[src/rtl/irq_sel_pkg.sv]
`timescale 1ns/1ps
// Package: shared privilege encoding and the guest-supervisor line group.
// Assumes at most MAX_LINES interrupt lines.
package irq_sel_pkg;
    localparam int MAX_LINES = 64;

    typedef enum logic [1:0] {
        LVL_USER  = 2'd0,
        LVL_SUPV  = 2'd1,
        LVL_RSVD  = 2'd2,
        LVL_MACH  = 2'd3
    } lvl_e;

    // Guest software, timer and external lines.
    localparam logic [MAX_LINES-1:0] GUEST_GROUP =
        (64'd1 << 2) | (64'd1 << 6) | (64'd1 << 10);
endpackage

[src/rtl/irq_level_gate.sv]
`timescale 1ns/1ps
// Module: irq_level_gate
// Turns the current privilege and global enable bits into one "allowed"
// flag per handling level. Assumes the reserved privilege code acts as user.
module irq_level_gate
    import irq_sel_pkg::*;
(
    input  logic [1:0] priv,
    input  logic       st_mie,
    input  logic       st_sie,
    input  logic       hs_sie,
    output logic       mach_ok,
    output logic       supv_ok,
    output logic       host_ok
);
    lvl_e lvl;

    // Fold the reserved code onto user level.
    always_comb begin
        lvl = lvl_e'(priv);
        if (lvl == LVL_RSVD) lvl = LVL_USER;
    end

    // Higher target level is always open; equal level needs its enable.
    always_comb begin
        unique case (lvl)
            LVL_MACH: begin
                mach_ok = st_mie;
                supv_ok = 1'b0;
                host_ok = 1'b0;
            end
            LVL_SUPV: begin
                mach_ok = 1'b1;
                supv_ok = st_sie;
                host_ok = hs_sie;
            end
            default: begin
                mach_ok = 1'b1;
                supv_ok = 1'b1;
                host_ok = 1'b1;
            end
        endcase
    end
endmodule

[src/rtl/irq_first_set.sv]
`timescale 1ns/1ps
// Module: irq_first_set
// Finds the lowest set bit of a vector (trailing-zero count).
// Assumes IDX_W is wide enough to hold LINES-1.
module irq_first_set #(
    parameter int LINES = 64,
    parameter int IDX_W = 6
) (
    input  logic [LINES-1:0] vec,
    output logic             found,
    output logic [IDX_W-1:0] idx
);
    // Scan from the top so the lowest set bit is written last.
    always_comb begin
        found = |vec;
        idx   = '0;
        for (int i = LINES - 1; i >= 0; i--) begin
            if (vec[i]) idx = IDX_W'(i);
        end
    end
endmodule

[src/rtl/irq_pending_select.sv]
`timescale 1ns/1ps
// Module: irq_pending_select
// Chooses the next local interrupt from raised, unmasked and routed lines.
// With HYP_EN, host lines are arbitrated before the guest group while
// virtualized. With OUT_REG, results appear one clock later.
// Assumes LINES <= 64.
module irq_pending_select
    import irq_sel_pkg::*;
#(
    parameter int LINES   = 64,
    parameter bit HYP_EN  = 1'b1,
    parameter bit OUT_REG = 1'b1,
    localparam int IDX_W  = (LINES > 1) ? $clog2(LINES) : 1
) (
    input  logic             clk,
    input  logic             rst_n,
    input  logic [LINES-1:0] irq_pend,
    input  logic [LINES-1:0] irq_en,
    input  logic [LINES-1:0] irq_deleg,
    input  logic [1:0]       priv,
    input  logic             st_mie,
    input  logic             st_sie,
    input  logic             virt_on,
    input  logic             hs_sie,
    output logic             irq_valid,
    output logic [IDX_W-1:0] irq_id,
    output logic             force_hs
);
    localparam logic [LINES-1:0] GUEST = GUEST_GROUP[LINES-1:0];

    logic             mach_ok, supv_ok, host_ok, virt_eff;
    logic [LINES-1:0] active, host_cand, route_src, route_cand;
    logic             host_hit, route_hit;
    logic [IDX_W-1:0] host_idx, route_idx;
    logic             nxt_valid, nxt_force;
    logic [IDX_W-1:0] nxt_id;

    irq_level_gate u_gate (
        .priv    (priv),
        .st_mie  (st_mie),
        .st_sie  (st_sie),
        .hs_sie  (hs_sie),
        .mach_ok (mach_ok),
        .supv_ok (supv_ok),
        .host_ok (host_ok)
    );

    // Raised and unmasked lines; virtualization only counts when built in.
    always_comb begin
        active   = irq_pend & irq_en;
        virt_eff = HYP_EN & virt_on;
    end

    // Host-first candidates and routed candidates for the normal path.
    always_comb begin
        host_cand  = virt_eff ? (active & ~GUEST & {LINES{host_ok}}) : '0;
        route_src  = virt_eff ? (active & GUEST) : active;
        route_cand = (route_src & ~irq_deleg & {LINES{mach_ok}})
                   | (route_src &  irq_deleg & {LINES{supv_ok}});
    end

    irq_first_set #(.LINES(LINES), .IDX_W(IDX_W)) u_host_pick (
        .vec   (host_cand),
        .found (host_hit),
        .idx   (host_idx)
    );

    irq_first_set #(.LINES(LINES), .IDX_W(IDX_W)) u_route_pick (
        .vec   (route_cand),
        .found (route_hit),
        .idx   (route_idx)
    );

    // Host winner takes precedence; otherwise the routed winner.
    always_comb begin
        nxt_valid = host_hit | route_hit;
        nxt_force = host_hit;
        nxt_id    = host_hit ? host_idx : (route_hit ? route_idx : '0);
    end

    generate
        if (OUT_REG) begin : g_reg
            // Output register with synchronous clear.
            always_ff @(posedge clk) begin
                if (!rst_n) begin
                    irq_valid <= 1'b0;
                    irq_id    <= '0;
                    force_hs  <= 1'b0;
                end else begin
                    irq_valid <= nxt_valid;
                    irq_id    <= nxt_id;
                    force_hs  <= nxt_force;
                end
            end
        end else begin : g_comb
            // Pass-through when no output stage is wanted.
            always_comb begin
                irq_valid = nxt_valid;
                irq_id    = nxt_id;
                force_hs  = nxt_force;
            end
        end
    endgenerate
endmodule

[config.mk]
export PLATFORM = sky130hd
export DESIGN_NAME = irq_pending_select
export DESIGN_NICKNAME = d
export VERILOG_FILES = /design/src/rtl/irq_sel_pkg.sv /design/src/rtl/irq_level_gate.sv /design/src/rtl/irq_first_set.sv /design/src/rtl/irq_pending_select.sv
export SDC_FILE = /design/constraint.sdc
export NUM_CORES = 1
export LEC_CHECK = 0
export ABC_AREA = 1
export BUFFER_PORTS_ARGS = -buffer_cell sky130_fd_sc_hd__buf_2
export CAP_MARGIN = 0
export CORE_MARGIN = 5
export CORE_UTILIZATION = 51
export DETAILED_ROUTE_END_ITERATION = 6
export PLACE_DENSITY = 0.88
export RECOVER_POWER = 50
export SLEW_MARGIN = 40
export SYNTH_ARGS = -nofsm -noshare
export SYNTH_HDL_FRONTEND = slang
export SYNTH_SLANG_ARGS = --single-unit
[constraint.sdc]
create_clock -name clk -period 7.5 [get_ports clk]
set_input_delay 1.5 -clock clk [delete_from_list [all_inputs] [get_ports clk]]
set_output_delay 1.5 -clock clk [all_outputs]
set_load 0.01 [all_outputs]
# --- Word level (Yosys, flattened, before mapping) ---
# Cells that the tools add are included.
totals:
  ff_bits: 8
  word_cells: 153
  input_bits: 200
  latch_bits: 0
  n_memories: 0
  out_inout_bits: 8
  ramBits: 0
  romBits: 0
classes:
  n_reduce_logical: 2
  bitwise: 9
  div: 0
  n_eq_ne: 3
  add_sub_neg: 0
  n_shift: 0
  order_cmp: 0
  multipliers: 0
  mux: 136
ops:
  columns: ["operator", "n"]
  rows:
  - ["$mux W6", 130]
  - ["$and A64 B64 Y64", 6]
  - ["$mux W64", 2]
  - ["$reduce_or A64 Y1", 2]
  - ["$not A64 Y64", 1]
  - ["$or A64 B64 Y64", 1]
  - ["$eq A2 B2 Y1 const B", 2]
  - ["$pmux W1 S2", 2]
  - ["$eq A2 B1 Y1 const B", 1]
  - ["$mux W2", 1]
  - ["$mux W1", 1]
  - ["$or A1 B1 Y1", 1]

# --- Longest topological paths before layout ---
logic_depth:
  depth_word: 72
  mapped_depth: 70
  ltp_nobuf: 70

# --- By module ---
# A second synthesis with hierarchy kept.
unflattened:
  hier_cells: 1055
  area_unflattened_um2: 4580.6
by_module_without_submodules:
  columns: ["module", "seq_area_each_um2", "instances", "area_each_um2", "cells_each"]
  rows:
  - ["irq_pending_select", 160.2, 1, 2503.7, 578]
  - ["irq_first_set", 0.0, 2, 1024.7, 235]
  - ["irq_level_gate", 0.0, 1, 27.5, 7]

# --- Worst setup path before layout ---
# Ideal clock, no wire load.
synth_timing:
  path_kind: "input to register"
  startpoint: "in st_mie"
  endpoint: "reg irq_id[0]"
  setup_slack_ns: 2.814
  setup_time_ns: 0.122
  arrival_time_ns: 4.564
  required_ns: 7.378
  path_stages: 68
  path_buffers: 0
  path_cell_list: "inv_1 nand3_2 nand3_1 nand2_1 nand2_1 nand2_1 nand2_1 nand2_1 nand2_1 nand2_1 nand2_1 nand2_1 nand2_1 nand2_1 nand2_1 nand2_1 nand2_1 nand2_1 [32 not listed] nand2_1 nand2_1 nand2_1 nand2_1 nand2_1 nand2_1 nand2_1 nand2_1 nand2_1 nand2_1 nand2_1 nand2_1 nand2_1 nand2_1 nand2_1 nand2_1 nand2_1 a21oi_2"
synth_between:
  elab_chain_cells: 69
  word_cells_on_any_way: 70
  classes_between: "mux: 67; bitwise: 2; reduce/logical: 1"
synth_lines:
  columns: ["element", "line_no", "source"]
  rows:
  - ["from (decl)", "irq_pending_select.sv:21", "input logic st_mie,"]
  - ["$mux W1 (*)", "irq_level_gate.sv:26", "unique case (lvl)"]
  - ["$and A64 B64 Y64 (*)", "irq_pending_select.sv:58", "route_cand = (route_src & ~irq_deleg & {LINES{mach_ok}})"]
  - ["$or A64 B64 Y64 (*)", "irq_pending_select.sv:59", "| (route_src & irq_deleg & {LINES{supv_ok}});"]
  - ["$mux W6 (64 in a row)", "irq_first_set.sv:18", "if (vec[i]) idx = IDX_W'(i);"]
  - ["$mux W6 (*) (2 in a row)", "irq_pending_select.sv:78", "nxt_id = host_hit ? host_idx : (route_hit ? route_idx : '0);"]
  - ["to (signal assigned)", "irq_pending_select.sv:91", "irq_id <= nxt_id;"]
  - ["to (decl)", "irq_pending_select.sv:26", "output logic [IDX_W-1:0] irq_id,"]
# Mark *: on every way between the ends. The rest lies on a longest branch, timed or not.
# A chain may end at the register's enable or synchronous reset.

# --- Worst setup path after layout ---
# Same ends and word-level chain as after synthesis.

==> metrics.txt <==
Yosys reg bits 8; count of input and output buffers 207; CTS tree done; static leakage 0.002926 uW; Yosys top cell by area nand2_1; final setup fails 0; I/O Pins 208; # hold bufs at CTS 0; Synth cell types 34; clock slew seen by the registers of the worst setup and hold paths 0.04 ns; Seq/Total Area, Yosys 4.184%; Worst Hold Endpoint irq_id[0]; Placed Cells incl. Taps 1,161; WP buf/inv 2; Crit. End Element flop; Hold Violations, Final 0; grt ovf 0; hold_sp rst_n; Peak VDD IR 157.3 uV; Core Region 7292 sq um; Mapped Cells 877; DRC viols 0; Clock Sinks 8; Reg power frac 12.0%; mux contribution to synthesized area 0%; Synth warnings 0; Internal 202.8 uW; DIE AREA 9337 sq um; Die Width 96.63 um; Post-Synth Adder-Cell Area 0%; startpoint types input port; Crit path required time 7.61 ns; Placer Congestion 0.9044; Sw Share 50.16%; post_cts resized 0; Post-synth EDFFs 0; worst-path fanout max 36; Via density 5.014; setup_tns 0 ns; Final Non-Filler Cells 1,164; asr flop ratio synth 0%; drt pass-1 iters 5; initial antenna violation count 0; Slew @ Worst Pin 0.7446 ns; Min-Delay Path Class in -> reg; min Tclk post-route 5.692 ns; hold depth 3; Iter 0 DRT Violations 262; global-route wire length before repair 20,920 um; number of global-route vias before repair 5,179; ratio of cells with drive above 1 in the final layout 21.03%; combinational share of power 75.5%; largest family of logic cells by synthesized area simple AND/OR/NAND/NOR gates; status completed; Total Routed Length 12,600 um; synth cell count leaders 307 x nand2_1, 265 x nor2_1, 104 x inv_1; via count 5,836; Synth Area in Simple Gates 74.14%; RSZ-0062 raised after global routing false; nets 1,267; Max Clk Rate 175.7 MHz; Synth Cell Area 3827 sq um; CTS Buf Count 3; starting density of the core 52.49%; GR Util All Layers 24.73%; crit share post-route 75.90%; post-CTS setup buffers 0; total inserted antenna cells 0; hpwl dp 10,710 um; clock network power share 12.5%; die height 96.63 um; Primary FF master, synth dfxtp_1; cell at the slowest stage of the critical path nand3_2; top cells by area, synth nand2_1 30%, nor2_1 26%, inv_1 10%; clock buffer depth 2; Max H-tree Level 1; Slew Viols, Final 0; Syn Area/Cell 4.364 sq um; Area Overhead vs Synth 28.87%; Compound-Gate Fraction of Synth Area 7.846%; Net Sw Power 204.1 uW; Max Cap Viol 0; CTS root buffer clkbuf_8; Hold WS 1.616 ns; CP max stage delay 0.56 ns; Yosys top cell area share 30.11%; top-count cell post-synth nand2_1; Pwr per Cell Area 82.49 nW/um^2; FP Rows 31; Critical Path AT 5.80 ns; largest net degree at the start of global routing 62; Worst path most repeated cell nand2_1; crit-path leading delay family simple AND/OR/NAND/NOR gates; Final ANT Viol Nets 0; Post-Syn Nets 1,077; DR WL/cell 10.82 um; post-synthesis xor/xnor area fraction 0%; Rel. slew slack 50.30%; kind of critical path in -> reg
worst min-delay path: stages:
cell     delay (ns)
buf_2          0.07
inv_1          0.11
a21oi_2        0.12
area by class of cell:
cell class                 instances  area (sq um)
timing repair buffer             209          1041
sequential                         8         160.2
inverter                         112         420.4
multi-input combinational        733          3146
fill                             808          2360
clock buffer                       3         41.29
tap                               99         123.9
routing by layer:
| layer | global-route usage (%) | up-vias | wire length, um |
|---|---|---|---|
| met5 | 0 | - | 0 |
| met4 | 3.024 | 0 | 117 |
| met3 | 4.532 | 10 | 956 |
| met2 | 44.43 | 197 | 5881 |
| met1 | 31.45 | 2500 | 5643 |
| li1 | - | 3129 | - |
worst max-delay path by stage:
stage / end / slack [ns] / startpoint / depth (start not counted)
floorplan: irq_id[0] / 2.81 / st_mie / 68
global placement: irq_id[0] / 1.67 / st_mie / 69
detailed placement: irq_id[0] / 1.58 / st_mie / 69
CTS: irq_id[0] / 1.80 / st_mie / 69
global route: irq_id[0] / 0.97 / st_mie / 69
finish: irq_id[0] / 1.81 / st_mie / 69
power by group through the flow:
stage               clock network (uW)  registers [uW]  logic [uW]
floorplan                            0            51.6         195
global placement                     0            49.1         301
detailed placement                   0            49.1         305
CTS                               51.8            48.5         307
global route                      54.5            48.8         354
finish                            50.9            48.8         307
logic make-up after synthesis:
group / after synthesis
AND/OR/NAND/NOR: 686
buffers and inverters: 136
flip-flops: 8
AO/OA/AOI/OAI: 47
cell usage in the layout, fill, tap and decap left out, drive strengths merged:
master  synthesis  final
nand2         311    311
nor2          266    266
buf            17    201
inv           112    112
nand4          63     63
nand3          31     31
a21oi          17     17
clkbuf          7     11
dfxtp           8      8
o21ai           8      8
nor3            7      7
a31oi           7      7
o211ai          6      6
nor4            5      5
o21bai          3      3
or4             2      2
a41oi           1      1
o31ai           1      1
o311ai          1      1
o41ai           1      1
a21boi          1      1
o32ai           1      1
nand3b          1      1
through the flow:
step	worst slack [ns]	total power [uW]	instance area, sq um	utilization, %
finish	1.808	406.9	4932	67.64
global route	0.9665	457.1	4932	67.64
CTS	1.804	407.0	4942	67.78
detailed placement	1.584	354.4	4901	67.21
global placement	1.671	350.3	4896	67.14
floorplan	2.814	247.0	3827	-
flip-flops by register name, summed over array words and instances, names as in the netlist:
name       cells
force_hs       1
irq_id         6
irq_valid      1
No activity file was read; power rests on OpenSTA's default activity.
